<file path="src/rtl/i2c_bm_pkg.sv">
package i2c_bm_pkg;
  typedef enum logic [2:0] {
    CMD_NONE  = 3'd0,
    CMD_START = 3'd1,
    CMD_WRITE = 3'd2,
    CMD_READ  = 3'd3,
    CMD_STOP  = 3'd4
  } cmd_e;

  typedef enum logic [2:0] {
    PH_IDLE,
    PH_LOW,   // SCL low, SDA placed at quarter
    PH_WAIT,  // SCL released, waiting for line to read high
    PH_HIGH,  // SCL high, timed
    PH_TAIL   // start/stop hold time
  } phase_e;
endpackage

</file>
<file path="src/rtl/i2c_bm_sync.sv">
module i2c_bm_sync #(
  parameter int              W       = 2,
  parameter int              STAGES  = 2,
  parameter logic [W-1:0]    RST_VAL = '1
) (
  input  logic         clk_i,
  input  logic         rst_ni,
  input  logic [W-1:0] d_i,
  output logic [W-1:0] q_o
);
  generate
    if (STAGES <= 1) begin : g_single
      logic [W-1:0] r_q;
      always_ff @(posedge clk_i or negedge rst_ni) begin
        if (!rst_ni) r_q <= RST_VAL;
        else         r_q <= d_i;
      end
      assign q_o = r_q;
    end else begin : g_chain
      localparam int TOT = STAGES * W;
      logic [TOT-1:0] chain_q;
      always_ff @(posedge clk_i or negedge rst_ni) begin
        if (!rst_ni) chain_q <= {STAGES{RST_VAL}};
        else         chain_q <= {chain_q[TOT-W-1:0], d_i};
      end
      assign q_o = chain_q[TOT-1 -: W];
    end
  endgenerate
endmodule

</file>
<file path="src/rtl/i2c_bm_shreg.sv">
module i2c_bm_shreg #(
  parameter int W = 8
) (
  input  logic         clk_i,
  input  logic         rst_ni,
  input  logic         load_i,
  input  logic [W-1:0] load_val_i,
  input  logic         shift_i,
  input  logic         bit_i,
  output logic [W-1:0] data_o,
  output logic         msb_o
);
  logic [W-1:0] data_q;

  always_ff @(posedge clk_i or negedge rst_ni) begin
    if (!rst_ni)      data_q <= '0;
    else if (load_i)  data_q <= load_val_i;
    else if (shift_i) data_q <= {data_q[W-2:0], bit_i};
  end

  assign data_o = data_q;
  assign msb_o  = data_q[W-1];
endmodule

</file>
<file path="src/rtl/i2c_byte_master.sv">
module i2c_byte_master
  import i2c_bm_pkg::*;
#(
  parameter int CNT_W       = 16,
  parameter int DATA_W      = 8,
  parameter int SYNC_STAGES = 2
) (
  input  logic              clk_i,
  input  logic              rst_ni,
  input  logic [CNT_W-1:0]  div_i,
  input  logic              cmd_valid_i,
  input  logic [2:0]        cmd_i,
  input  logic [DATA_W-1:0] wr_data_i,
  input  logic              rd_nack_i,
  input  logic              scl_i,
  input  logic              sda_i,
  output logic              scl_oe_o,
  output logic              sda_oe_o,
  output logic              done_o,
  output logic              busy_o,
  output logic              ack_o,
  output logic [DATA_W-1:0] rd_data_o
);
  localparam int              BIT_W    = $clog2(DATA_W + 1);
  localparam logic [BIT_W-1:0] LAST_BIT = BIT_W'(DATA_W);

  phase_e             ph_q;
  cmd_e               op_q;
  logic [CNT_W-1:0]   cnt_q, div_q;
  logic [BIT_W-1:0]   bit_q;
  logic               scl_drv_q, sda_drv_q, bus_busy_q, done_q, ack_q, nack_q;
  logic [DATA_W-1:0]  rd_q;

  logic [1:0]         line_s;
  logic               scl_s, sda_s;
  logic [CNT_W-1:0]   half_m1, qtr_m1;
  logic               hit_half, hit_qtr, is_byte, accept;
  logic               sh_load, sh_shift, sh_msb;
  logic [DATA_W-1:0]  sh_data;

  i2c_bm_sync #(.W(2), .STAGES(SYNC_STAGES), .RST_VAL(2'b11)) u_sync (
    .clk_i (clk_i),
    .rst_ni(rst_ni),
    .d_i   ({scl_i, sda_i}),
    .q_o   (line_s)
  );
  assign scl_s = line_s[1];
  assign sda_s = line_s[0];

  assign half_m1  = (div_q >> 1) - 1'b1;
  assign qtr_m1   = (div_q >> 2) - 1'b1;
  assign hit_half = (cnt_q == half_m1);
  assign hit_qtr  = (cnt_q == qtr_m1);
  assign is_byte  = (op_q == CMD_WRITE) || (op_q == CMD_READ);

  // start always accepted on a free engine; others need a held bus
  assign accept = cmd_valid_i && (ph_q == PH_IDLE) &&
                  ((cmd_i == CMD_START) ||
                   (bus_busy_q && ((cmd_i == CMD_WRITE) || (cmd_i == CMD_READ) ||
                                   (cmd_i == CMD_STOP))));

  assign sh_load  = accept && (cmd_i == CMD_WRITE);
  assign sh_shift = (ph_q == PH_HIGH) && hit_half && is_byte && (bit_q != LAST_BIT);

  i2c_bm_shreg #(.W(DATA_W)) u_shreg (
    .clk_i     (clk_i),
    .rst_ni    (rst_ni),
    .load_i    (sh_load),
    .load_val_i(wr_data_i),
    .shift_i   (sh_shift),
    .bit_i     (sda_s),
    .data_o    (sh_data),
    .msb_o     (sh_msb)
  );

  always_ff @(posedge clk_i or negedge rst_ni) begin
    if (!rst_ni) begin
      ph_q       <= PH_IDLE;
      op_q       <= CMD_NONE;
      cnt_q      <= '0;
      div_q      <= CNT_W'(8);
      bit_q      <= '0;
      scl_drv_q  <= 1'b0;
      sda_drv_q  <= 1'b0;
      bus_busy_q <= 1'b0;
      done_q     <= 1'b0;
      ack_q      <= 1'b0;
      nack_q     <= 1'b0;
      rd_q       <= '0;
    end else begin
      done_q <= 1'b0;
      unique case (ph_q)
        PH_IDLE: begin
          if (accept) begin
            op_q   <= cmd_e'(cmd_i);
            nack_q <= rd_nack_i;
            div_q  <= div_i;
            cnt_q  <= '0;
            bit_q  <= '0;
            ph_q   <= PH_LOW;
            if (cmd_i == CMD_START) bus_busy_q <= 1'b1;
          end
        end
        PH_LOW: begin
          cnt_q <= cnt_q + 1'b1;
          if (hit_qtr) begin
            unique case (op_q)
              CMD_START: sda_drv_q <= 1'b0;
              CMD_STOP:  sda_drv_q <= 1'b1;
              CMD_WRITE: sda_drv_q <= (bit_q != LAST_BIT) ? ~sh_msb : 1'b0;
              CMD_READ:  sda_drv_q <= (bit_q == LAST_BIT) ? ~nack_q : 1'b0;
              default:   sda_drv_q <= sda_drv_q;
            endcase
          end
          if (hit_half) begin
            scl_drv_q <= 1'b0;
            ph_q      <= PH_WAIT;
          end
        end
        PH_WAIT: begin
          // slave may still hold SCL low
          if (scl_s) begin
            cnt_q <= '0;
            ph_q  <= PH_HIGH;
          end
        end
        PH_HIGH: begin
          cnt_q <= cnt_q + 1'b1;
          if (hit_half) begin
            cnt_q <= '0;
            if (op_q == CMD_START) begin
              sda_drv_q <= 1'b1;
              ph_q      <= PH_TAIL;
            end else if (op_q == CMD_STOP) begin
              sda_drv_q <= 1'b0;
              ph_q      <= PH_TAIL;
            end else begin
              scl_drv_q <= 1'b1;
              if (bit_q == LAST_BIT) begin
                ph_q   <= PH_IDLE;
                done_q <= 1'b1;
                if (op_q == CMD_WRITE) ack_q <= ~sda_s;
                if (op_q == CMD_READ)  rd_q  <= sh_data;
              end else begin
                bit_q <= bit_q + 1'b1;
                ph_q  <= PH_LOW;
              end
            end
          end
        end
        PH_TAIL: begin
          cnt_q <= cnt_q + 1'b1;
          if (hit_half) begin
            ph_q   <= PH_IDLE;
            done_q <= 1'b1;
            if (op_q == CMD_START) scl_drv_q  <= 1'b1;
            if (op_q == CMD_STOP)  bus_busy_q <= 1'b0;
          end
        end
        default: ph_q <= PH_IDLE;
      endcase
    end
  end

  assign scl_oe_o  = scl_drv_q;
  assign sda_oe_o  = sda_drv_q;
  assign done_o    = done_q;
  assign busy_o    = bus_busy_q;
  assign ack_o     = ack_q;
  assign rd_data_o = rd_q;

  assert_idle_release_R1: assert property (@(posedge clk_i) disable iff (!rst_ni)
    !busy_o |-> (!scl_oe_o && !sda_oe_o));

  assert_start_edge_R2: assert property (@(posedge clk_i) disable iff (!rst_ni)
    ($rose(sda_oe_o) && !scl_oe_o) |-> (op_q == CMD_START));

  assert_data_stable_R5: assert property (@(posedge clk_i) disable iff (!rst_ni)
    ((ph_q == PH_HIGH) && is_byte) |-> $stable(sda_oe_o));

  assert_wait_for_line_R6: assert property (@(posedge clk_i) disable iff (!rst_ni)
    $rose(scl_oe_o) |-> $past(scl_s));

  assert_stop_edge_R8: assert property (@(posedge clk_i) disable iff (!rst_ni)
    ($fell(sda_oe_o) && !scl_oe_o) |-> (op_q == CMD_STOP));

  assert_done_pulse_R10: assert property (@(posedge clk_i) disable iff (!rst_ni)
    done_o |=> !done_o);
endmodule

</file>
<file path="config.mk">
export PLATFORM = sky130hd
export DESIGN_NAME = i2c_byte_master
export DESIGN_NICKNAME = d
export VERILOG_FILES = /design/src/rtl/i2c_bm_pkg.sv /design/src/rtl/i2c_bm_sync.sv /design/src/rtl/i2c_bm_shreg.sv /design/src/rtl/i2c_byte_master.sv
export SDC_FILE = /design/constraint.sdc
export NUM_CORES = 1
export LEC_CHECK = 0
export BUFFER_PORTS_ARGS = -buffer_cell sky130_fd_sc_hd__buf_2
export CAP_MARGIN = 0
export CORE_ASPECT_RATIO = 1.4
export CORE_MARGIN = 2
export CORE_UTILIZATION = 45
export CTS_CLUSTER_DIAMETER = 150
export CTS_CLUSTER_SIZE = 16
export DETAILED_ROUTE_END_ITERATION = 6
export PLACE_DENSITY = 0.75
export SYNTH_ARGS = -nofsm -noshare
export SYNTH_HDL_FRONTEND = slang
export SYNTH_SLANG_ARGS = --single-unit
</file>
<file path="constraint.sdc">
create_clock -name clk_i -period 10 [get_ports clk_i]
set_input_delay 2 -clock clk_i [delete_from_list [all_inputs] [get_ports clk_i]]
set_output_delay 2 -clock clk_i [all_outputs]
set_load 0.05 [all_outputs]
</file>
==> results of run 1 <==
cell usage after synthesis (8+ instances only):
| master | number |
|---|---|
| xor2_1 | 22 |
| nand2_1 | 70 |
| a21o_1 | 9 |
| clkbuf_1 | 29 |
| dfrtp_1 | 62 |
| inv_1 | 18 |
| a21oi_1 | 9 |
| nor3_1 | 11 |
| nor2_1 | 37 |
| nand3_1 | 17 |
| xnor2_1 | 25 |
| o21ai_0 | 24 |
| mux2_2 | 12 |
| nand4_1 | 8 |
cell usage in the layout, fill, tap and decap left out, types with 7 or more instances in the layout:
cell,instances
o21ai_0,24
inv_1,18
nand2b_1,7
clkbuf_16,9
mux2_2,12
nor3_1,11
a22o_1,7
xor2_1,22
nand3_1,17
a21o_1,9
xnor2_1,25
dfrtp_1,62
a31oi_1,7
nor3b_1,7
buf_2,44
nor2_1,37
nand4_1,8
a21oi_1,9
nand2_1,70
worst max-delay path, cell delays in order:
cell     delay (ps)
buf_2           130
mux2i_1         110
o21ai_0         370
nand2_1         230
nor2_1          170
buf_4           290
inv_1           270
nor4b_2         900
nor2_1          280
a21o_1          250
worst max-delay path by stage:
stage                   from                end  slack, ps  cells past startpoint
finish              cmd_i[1]  u_shreg.data_o[3]       5210                     10
global route        cmd_i[1]  u_shreg.data_o[6]       4950                     10
CTS                 cmd_i[1]  u_shreg.data_o[3]       5150                     10
detailed placement  cmd_i[1]  u_shreg.data_o[3]       4840                     10
global placement    cmd_i[1]  u_shreg.data_o[3]       4880                     10
floorplan           cmd_i[1]  u_shreg.data_o[7]       5970                      9
layout make-up:
cell class | count | share of cell area
well taps | 107 | 0.02844
multi-input cells | 350 | 0.4790
clock buffers | 9 | 0.04785
repair buffers | 47 | 0.05157
clock inverters | 7 | 0.02127
inverters | 18 | 0.01435
flip-flops and latches | 67 | 0.3575
per-stage QoR:
stage	setup WS [ps]	instance area [um^2]
CTS	5154	4707
floorplan	5970	4133
global route	4953	4707
finish	5212	4707
global placement	4877	4382
detailed placement	4841	4382
logic make-up (layout without fill, tap and decap cells):
group | Yosys count | in the layout | synth area share
AOI/OAI and AO/OA | 85 | 85 | 0.1414
xor gates and xnor gates | 47 | 47 | 0.09961
adders and majority gates | 5 | 5 | 0.01514
buffers and inverters | 51 | 81 | 0.04874
DFF | 67 | 67 | 0.4072
muxes | 14 | 14 | 0.03754
and+or+nand+nor | 199 | 199 | 0.2504
flip-flops by register name (all words and copies together), names as in the netlist:
register and count:
ack_o 1, bit_q 4, busy_o 1, cnt_q 16, div_q 15, done_o 1
nack_q 1, op_q 3, ph_q 3, rd_data_o 8, scl_oe_o 1, sda_oe_o 1
u_shreg.data_o 8, u_sync.g_chain.chain_q 4
metal layers:
layer,global-route usage,vias up
li1,-,1680
met1,0.2302,1695
met2,0.3384,93
met3,0.04574,25
met4,0.1121,0
met5,0,-
report_power, final:
| part | switching, mW | internal (mW) | total [mW] |
|---|---|---|---|
| Combinational | 0.120 | 0.106 | 0.226 |
| Clock | 0.126 | 0.220 | 0.346 |
| Sequential | 0.0742 | 0.305 | 0.379 |
==> impl_metrics.yaml, run 1 <==
floorplan:
  ios: 46
  die_area_um2: 9977
  rows: 41
  die_w_um: 84.99
  core_area_um2: 8977
  initial_core_util: 0.4603
  die_h_um: 117.4
power_and_ir_drop:
  ir_drop_mv: 0.1266
  leakage_nw: 2.191
  powerDensity_nw_per_um2: 202.1
  total_power_mw: 0.9512
synthesis:
  ys_seq_area_frac: 0.4072
  netlist_area_um2: 4133
  synth-main-ff-cell: "dfrtp_1"
  netlist.area_leader.share: 0.3754
  synth_edf_count: 0
  syn_avg_cell_area_um2: 8.831
  synth_seq_cells: 67
  yosysTopAreaCell: "dfrtp_1"
  yosysWarnings: 0
  yosys-top-cells-area: "dfrtp_1, nand2_1, xnor2_1"
  synthDistinctLibCells: 58
  synth_fp_nets: 506
  async_flop_share: 1.000
  synth_cells: 468
setup_path:
  critPathLaunchType: "primary input"
  r2r_slack_ps: 5790
  worstReg2RegEnd: "rd_data_o[4]"
  rr_startpoint: "div_q[2]"
  crit_type: "primary input to register"
  reg2regPathDepth: 9
  cp-end-kind: "register"
  arrival_ps: 5010
  cp_max_fo: 27
  required_ps: 10220
timing:
  rsz0062_at_grt: "false"
  fmax_ghz: 0.2089
  finalSetupTns_ps: 0
  hold_slack_ps: 355.4
  report.final.slew_viol_count: 0
  max_slew_margin: 0.3001
  worst-slew-pin-transition_ps: 1036
  clock_skew_ps: 8.339
  hold_viol: 0
  finalCritPeriodShare: 0.4788
  fin_crit_ps: 4788
  finalSetupViolCount: 0
placement:
  gp_congestion: 0.8753
  dp.cells: 589
  port_buffers: 44
  hpwl_um: 6808
finish:
  n_antenna_cell: 0
  fin_cells: 605
  final_core_util: 0.5243
  ff_latch_area_um2: 1683
  multi_input_area_um2: 2255
  nets: 531
  drive_above_1_share: 0.1787
  nFillCells: 830
  area_growth_pct: 13.90
route:
  avgRoutedWirePerCell_um: 15.41
  via_per_inst: 5.774
  vias: 3493
  met1Wirelength_um: 3846
  dr.first_iter.drc_count: 180
  wl_met3_um: 372
  postRouteAntennaNets: 0
  wl_met2_um: 4772
  wirelength_um: 9325
  dr.pass1.iters: 4
  routed.top_layer: "met4"
  drc: 0
outcome:
  status: "completed"
min_path:
  whs_path_depth: 0
  hp-class: "register to register"
  hold_end: "u_sync.g_chain.chain_q[3]"
  min_from: "u_sync.g_chain.chain_q[1]"
grt:
  grt.overflow.total: 0
  grt_start_max_net_pins: 68
  grt_pass1_vias: 3494
  antenna_found_initial: 0
  grt_pass1_wl_um: 16100
  track_usage: 0.2007
clock_network:
  cts_buffers: 9
  cts_resized: 0
  clock_sinks: 67
  path_clk_slew_ps: 50
  clk-insertion-delay-late_ps: 340
  cts-root-buf: "clkbuf_16"
  hold_buffers: 0
  htreeDepth: 3
  post-cts-setup-buffer-count: 0
  cts_tree: "done"
  clock_path_buffers: 2
flow_run:
  drv_cap: 0
No activity file was read; power rests on OpenSTA's default activity.
==> run 2: changes to the inputs <==
==> constraint.sdc (replaced) <==
create_clock -name clk_i -period 5 [get_ports clk_i]
set_input_delay 1 -clock clk_i [delete_from_list [all_inputs] [get_ports clk_i]]
set_output_delay 1 -clock clk_i [all_outputs]
set_load 0.05 [all_outputs]
==> impl_metrics.yaml, run 2 (synthesized netlist as in run 1, its figures left out) <==
setup_path:
  worst-path-buf-inv: 2
  arrival_ps: 4070
  worst_path_max_delay_cell: "nor4b_1"
  critPathTopFamily: "simple AND/OR/NAND/NOR gates"
  cp.depth: 11
  reg2regPathDepth: 11
  critPathLaunchType: "register"
  rr_startpoint: "div_q[2]"
  cp-end-kind: "register"
  crit_chain: "inv_1 > ha_1 > nor4b_1 > nand2_1 > o311a_1 > o41ai_1 > buf_4 > o21ai_2 > or2_4 > nor4_4 > mux2_2"
  critPathMaxStageDelay_ps: 650
  r2r_slack_ps: 1140
  required_ps: 5210
  cp_max_fo: 13
  crit_type: "register to register"
  worstReg2RegEnd: "rd_data_o[7]"
clock_network:
  clk-insertion-delay-late_ps: 330
  hold_buffers: 0
  post-cts-setup-buffer-count: 0
  htreeDepth: 3
  clock_path_buffers: 2
  path_clk_slew_ps: 50
  cts_tree: "done"
  clock_sinks: 67
  cts_resized: 0
  cts-root-buf: "clkbuf_16"
  cts_buffers: 9
timing:
  fmax_ghz: 0.2591
  clock_skew_ps: 6.213
  rsz0062_at_grt: "false"
  fin_crit_ps: 3860
  hold_viol: 0
  finalCritPeriodShare: 0.7720
  max_slew_margin: 0.4324
  finalSetupTns_ps: 0
  finalSetupViolCount: 0
  report.final.slew_viol_count: 0
  worst-slew-pin-transition_ps: 851.5
min_path:
  hold_end: "u_sync.g_chain.chain_q[3]"
  hp-class: "register to register"
  min_from: "u_sync.g_chain.chain_q[1]"
  whs_path_depth: 0
grt:
  gr-usage-met3: 0.04433
  grt_start_max_net_pins: 68
  track_usage: 0.2068
  top_usage_layer: "met2"
  grtUsageMet2: 0.3608
  antenna_found_initial: 0
  grt.overflow.total: 0
  grt_use_met1: 0.2433
  grt_pass1_vias: 3470
  grt_pass1_wl_um: 16690
route:
  postRouteAntennaNets: 0
  vias: 3432
  drc: 0
  via_per_inst: 5.654
  dr.pass1.iters: 4
  avgRoutedWirePerCell_um: 15.71
  dr.first_iter.drc_count: 206
  wirelength_um: 9533
finish:
  top_register: "cnt_q"
  nFillCells: 812
  multi_input_area_um2: 2255
  fin_area_um2: 4686
  largest_reg_flops: 16
  layout.cells.most_common: "nand2_1"
  nets: 533
  final_cell_mix: "nand2_1, dfrtp_1, buf_2"
  ff_latch_area_um2: 1683
  n_antenna_cell: 0
  area_growth_pct: 13.38
  drive_above_1_share: 0.1740
  reg_top3: "cnt_q x16, div_q x15"
flow_run:
  drv_cap: 0
power_and_ir_drop:
  ir_drop_mv: 0.2139
  total_power_mw: 1.840
  leakage_nw: 2.182
  powerDensity_nw_per_um2: 392.8
floorplan:
  ios: 46
  initial_core_util: 0.4603
  rows: 41
  core_area_um2: 8977
  die_w_um: 84.99
  die_h_um: 117.4
  die_area_um2: 9977
placement:
  hpwl_um: 6903
  placed_area_um2: 4397
  port_buffers: 44
  gp_congestion: 0.8899
outcome:
  status: "completed"
## run 2: layer usage
metal  vias up  routed length [um]
li1       1683                   -
met1      1669                3940
met2        63                5065
met3        17                 271
met4         0                 255
met5         -                   0
## run 2: worst max path at each step
stage               startpoint            to  slack (ps)
floorplan             div_q[3]  rd_data_o[0]        1720
global placement      div_q[2]  rd_data_o[0]        1280
detailed placement    div_q[2]  rd_data_o[7]        1250
CTS                   div_q[2]  rd_data_o[7]        1220
global route          div_q[2]      cnt_q[8]         870
finish                div_q[2]  rd_data_o[7]        1140
## run 2: metrics by stage
step | std cells | utilization | setup WS, ps | hold slack [ps]
floorplan | 468 | - | 1721 | 345.2
global placement | 591 | 0.4898 | 1281 | 346.0
detailed placement | 591 | 0.4898 | 1252 | 349.5
CTS | 607 | 0.5220 | 1217 | 356.7
global route | 607 | 0.5220 | 866.3 | 357.2
finish | 607 | 0.5220 | 1140 | 355.4
## run 2: power breakdown
part | switching (mW) | total [mW] | internal (mW)
logic | 0.246 | 0.460 | 0.214
clock network | 0.219 | 0.618 | 0.399
registers | 0.152 | 0.762 | 0.610
total | 0.617 | 1.84 | 1.22
## run 2: layout make-up
type                    count  share of cell area
clock buffers              14             0.05421
well taps                 107             0.02857
repair buffers             49             0.05501
multi-input cells         350              0.4812
flip-flops and latches     67              0.3591
clock inverters             2            0.007477
inverters                  18             0.01442
==> run 3: changes to the inputs <==
==> constraint.sdc (replaced) <==
create_clock -name clk_i -period 3.7 [get_ports clk_i]
set_input_delay 0.74 -clock clk_i [delete_from_list [all_inputs] [get_ports clk_i]]
set_output_delay 0.74 -clock clk_i [all_outputs]
set_load 0.05 [all_outputs]
==> impl_metrics.yaml, run 3 (synthesized netlist as in run 1, its figures left out) <==
outcome:
  status: "completed"
setup_path:
  arrival_ps: 3750
  cp-end-kind: "register"
  critPathMaxStageDelay_ps: 650
  crit_type: "register to register"
  required_ps: 3910
  crit_chain: "inv_1 > ha_1 > nor4b_1 > nand2_1 > o41ai_2 > o21ai_2 > or2_4 > nor4_4 > buf_4 > mux2_2"
  cp_max_fo: 13
  critPathTopFamily: "simple AND/OR/NAND/NOR gates"
  critPathLaunchType: "register"
  worst_path_max_delay_cell: "o41ai_2"
  worst-path-buf-inv: 2
clock_network:
  htreeDepth: 3
  post-cts-setup-buffer-count: 0
  clock_path_buffers: 2
  clock_sinks: 67
  clk-insertion-delay-late_ps: 330
  cts_tree: "done"
  cts-root-buf: "clkbuf_16"
  cts_buffers: 9
  path_clk_slew_ps: 60
route:
  dr.pass1.iters: 7
  wirelength_um: 9880
  postRouteAntennaNets: 0
  vias: 3541
  dr.first_iter.drc_count: 307
  avgRoutedWirePerCell_um: 16.09
  drc: 0
  via_per_inst: 5.767
grt:
  grt_pass1_wl_um: 16840
  grt_start_max_net_pins: 37
  antenna_found_initial: 0
  grt.overflow.total: 0
  grt_pass1_vias: 3550
  track_usage: 0.2081
finish:
  largest_reg_flops: 16
  n_antenna_cell: 0
  drive_above_1_share: 0.1992
  reg_top3: "cnt_q x16, div_q x15"
  top_register: "cnt_q"
  layout.cells.most_common: "nand2_1"
  fin_area_um2: 4793
  final_cell_mix: "nand2_1, dfrtp_1, buf_2"
  area_growth_pct: 15.99
  nets: 540
timing:
  max_slew_margin: 0.5406
  fin_ws_ps: 162.6
  finalCritPeriodShare: 0.9561
  fin_crit_ps: 3537
  hold_viol: 0
  finalSetupViolCount: 0
  rsz0062_at_grt: "false"
  fmax_ghz: 0.2827
  clock_skew_ps: 6.191
  report.final.slew_viol_count: 0
  worst-slew-pin-transition_ps: 687.6
placement:
  port_buffers: 44
  hpwl_um: 7072
  pre_cts_slack_ps: -6.522
  gp_congestion: 0.9030
  placed_area_um2: 4449
min_path:
  hp-class: "register to register"
floorplan:
  die_h_um: 117.4
  ios: 46
  rows: 41
  core_area_um2: 8977
  die_w_um: 84.99
  die_area_um2: 9977
  initial_core_util: 0.4603
power_and_ir_drop:
  ir_drop_mv: 0.3102
  total_power_mw: 2.610
  powerDensity_nw_per_um2: 544.5
  leakage_nw: 2.239
flow_run:
  drv_cap: 0
-- run 3: through the flow --
step | hold WS [ps] | TNS [ps] | std cells | util
final | 355.9 | 0 | 614 | 0.5339
after global routing | 358.2 | 0 | 614 | 0.5339
after CTS | 356.2 | 0 | 614 | 0.5330
after detailed placement | 348.5 | -21.29 | 598 | 0.4956
after global placement | 346.4 | 0 | 598 | 0.4956
after floorplan | 345.2 | 0 | 468 | -
-- run 3: area by class of cell --
| type | count | area [um^2] |
|---|---|---|
| fillers | 789 | 4184 |
| multi-input cells | 350 | 2271 |
| flip-flops and latches | 67 | 1683 |
| repair buffers | 56 | 310.3 |
| clock buffers | 10 | 239.0 |
| well taps | 107 | 133.9 |
| clock inverters | 6 | 88.84 |
| inverters | 18 | 67.56 |
-- run 3: what timing repair did --
action | in CTS | in global routing
endpoints found under the hold margin | 0 | 0
resized for setup | 1 | 2
pin swaps | 0 | 0
endpoints found under the setup margin | 8 | 8
hold buffers | 0 | 0
-- run 3: final timing paths --
path / from / end / slack [ps] / depth (start not counted)
min in group asynchronous: rst_ni / div_q[10] / 440 / 2
worst min register to register: u_sync.g_chain.chain_q[1] / u_sync.g_chain.chain_q[3] / 360 / 0
worst max-delay path: div_q[2] / rd_data_o[7] / 160 / 10
worst max register to register: div_q[2] / rd_data_o[7] / 160 / 10
max in group asynchronous: rst_ni / u_sync.g_chain.chain_q[2] / 2890 / 2
worst min-delay path: u_sync.g_chain.chain_q[1] / u_sync.g_chain.chain_q[3] / 360 / 0
-- run 3: per-layer routing --
layer,global-route usage,wire [um]
met5,0,0
met4,0.1081,352
met3,0.04645,429
met2,0.3516,5186
met1,0.2422,3911
-- run 3: power by group --
group          total, mW  internal [mW]  switching [mW]
sequential          1.02          0.825           0.195
combinational      0.658          0.301           0.356
clock              0.932          0.608           0.325
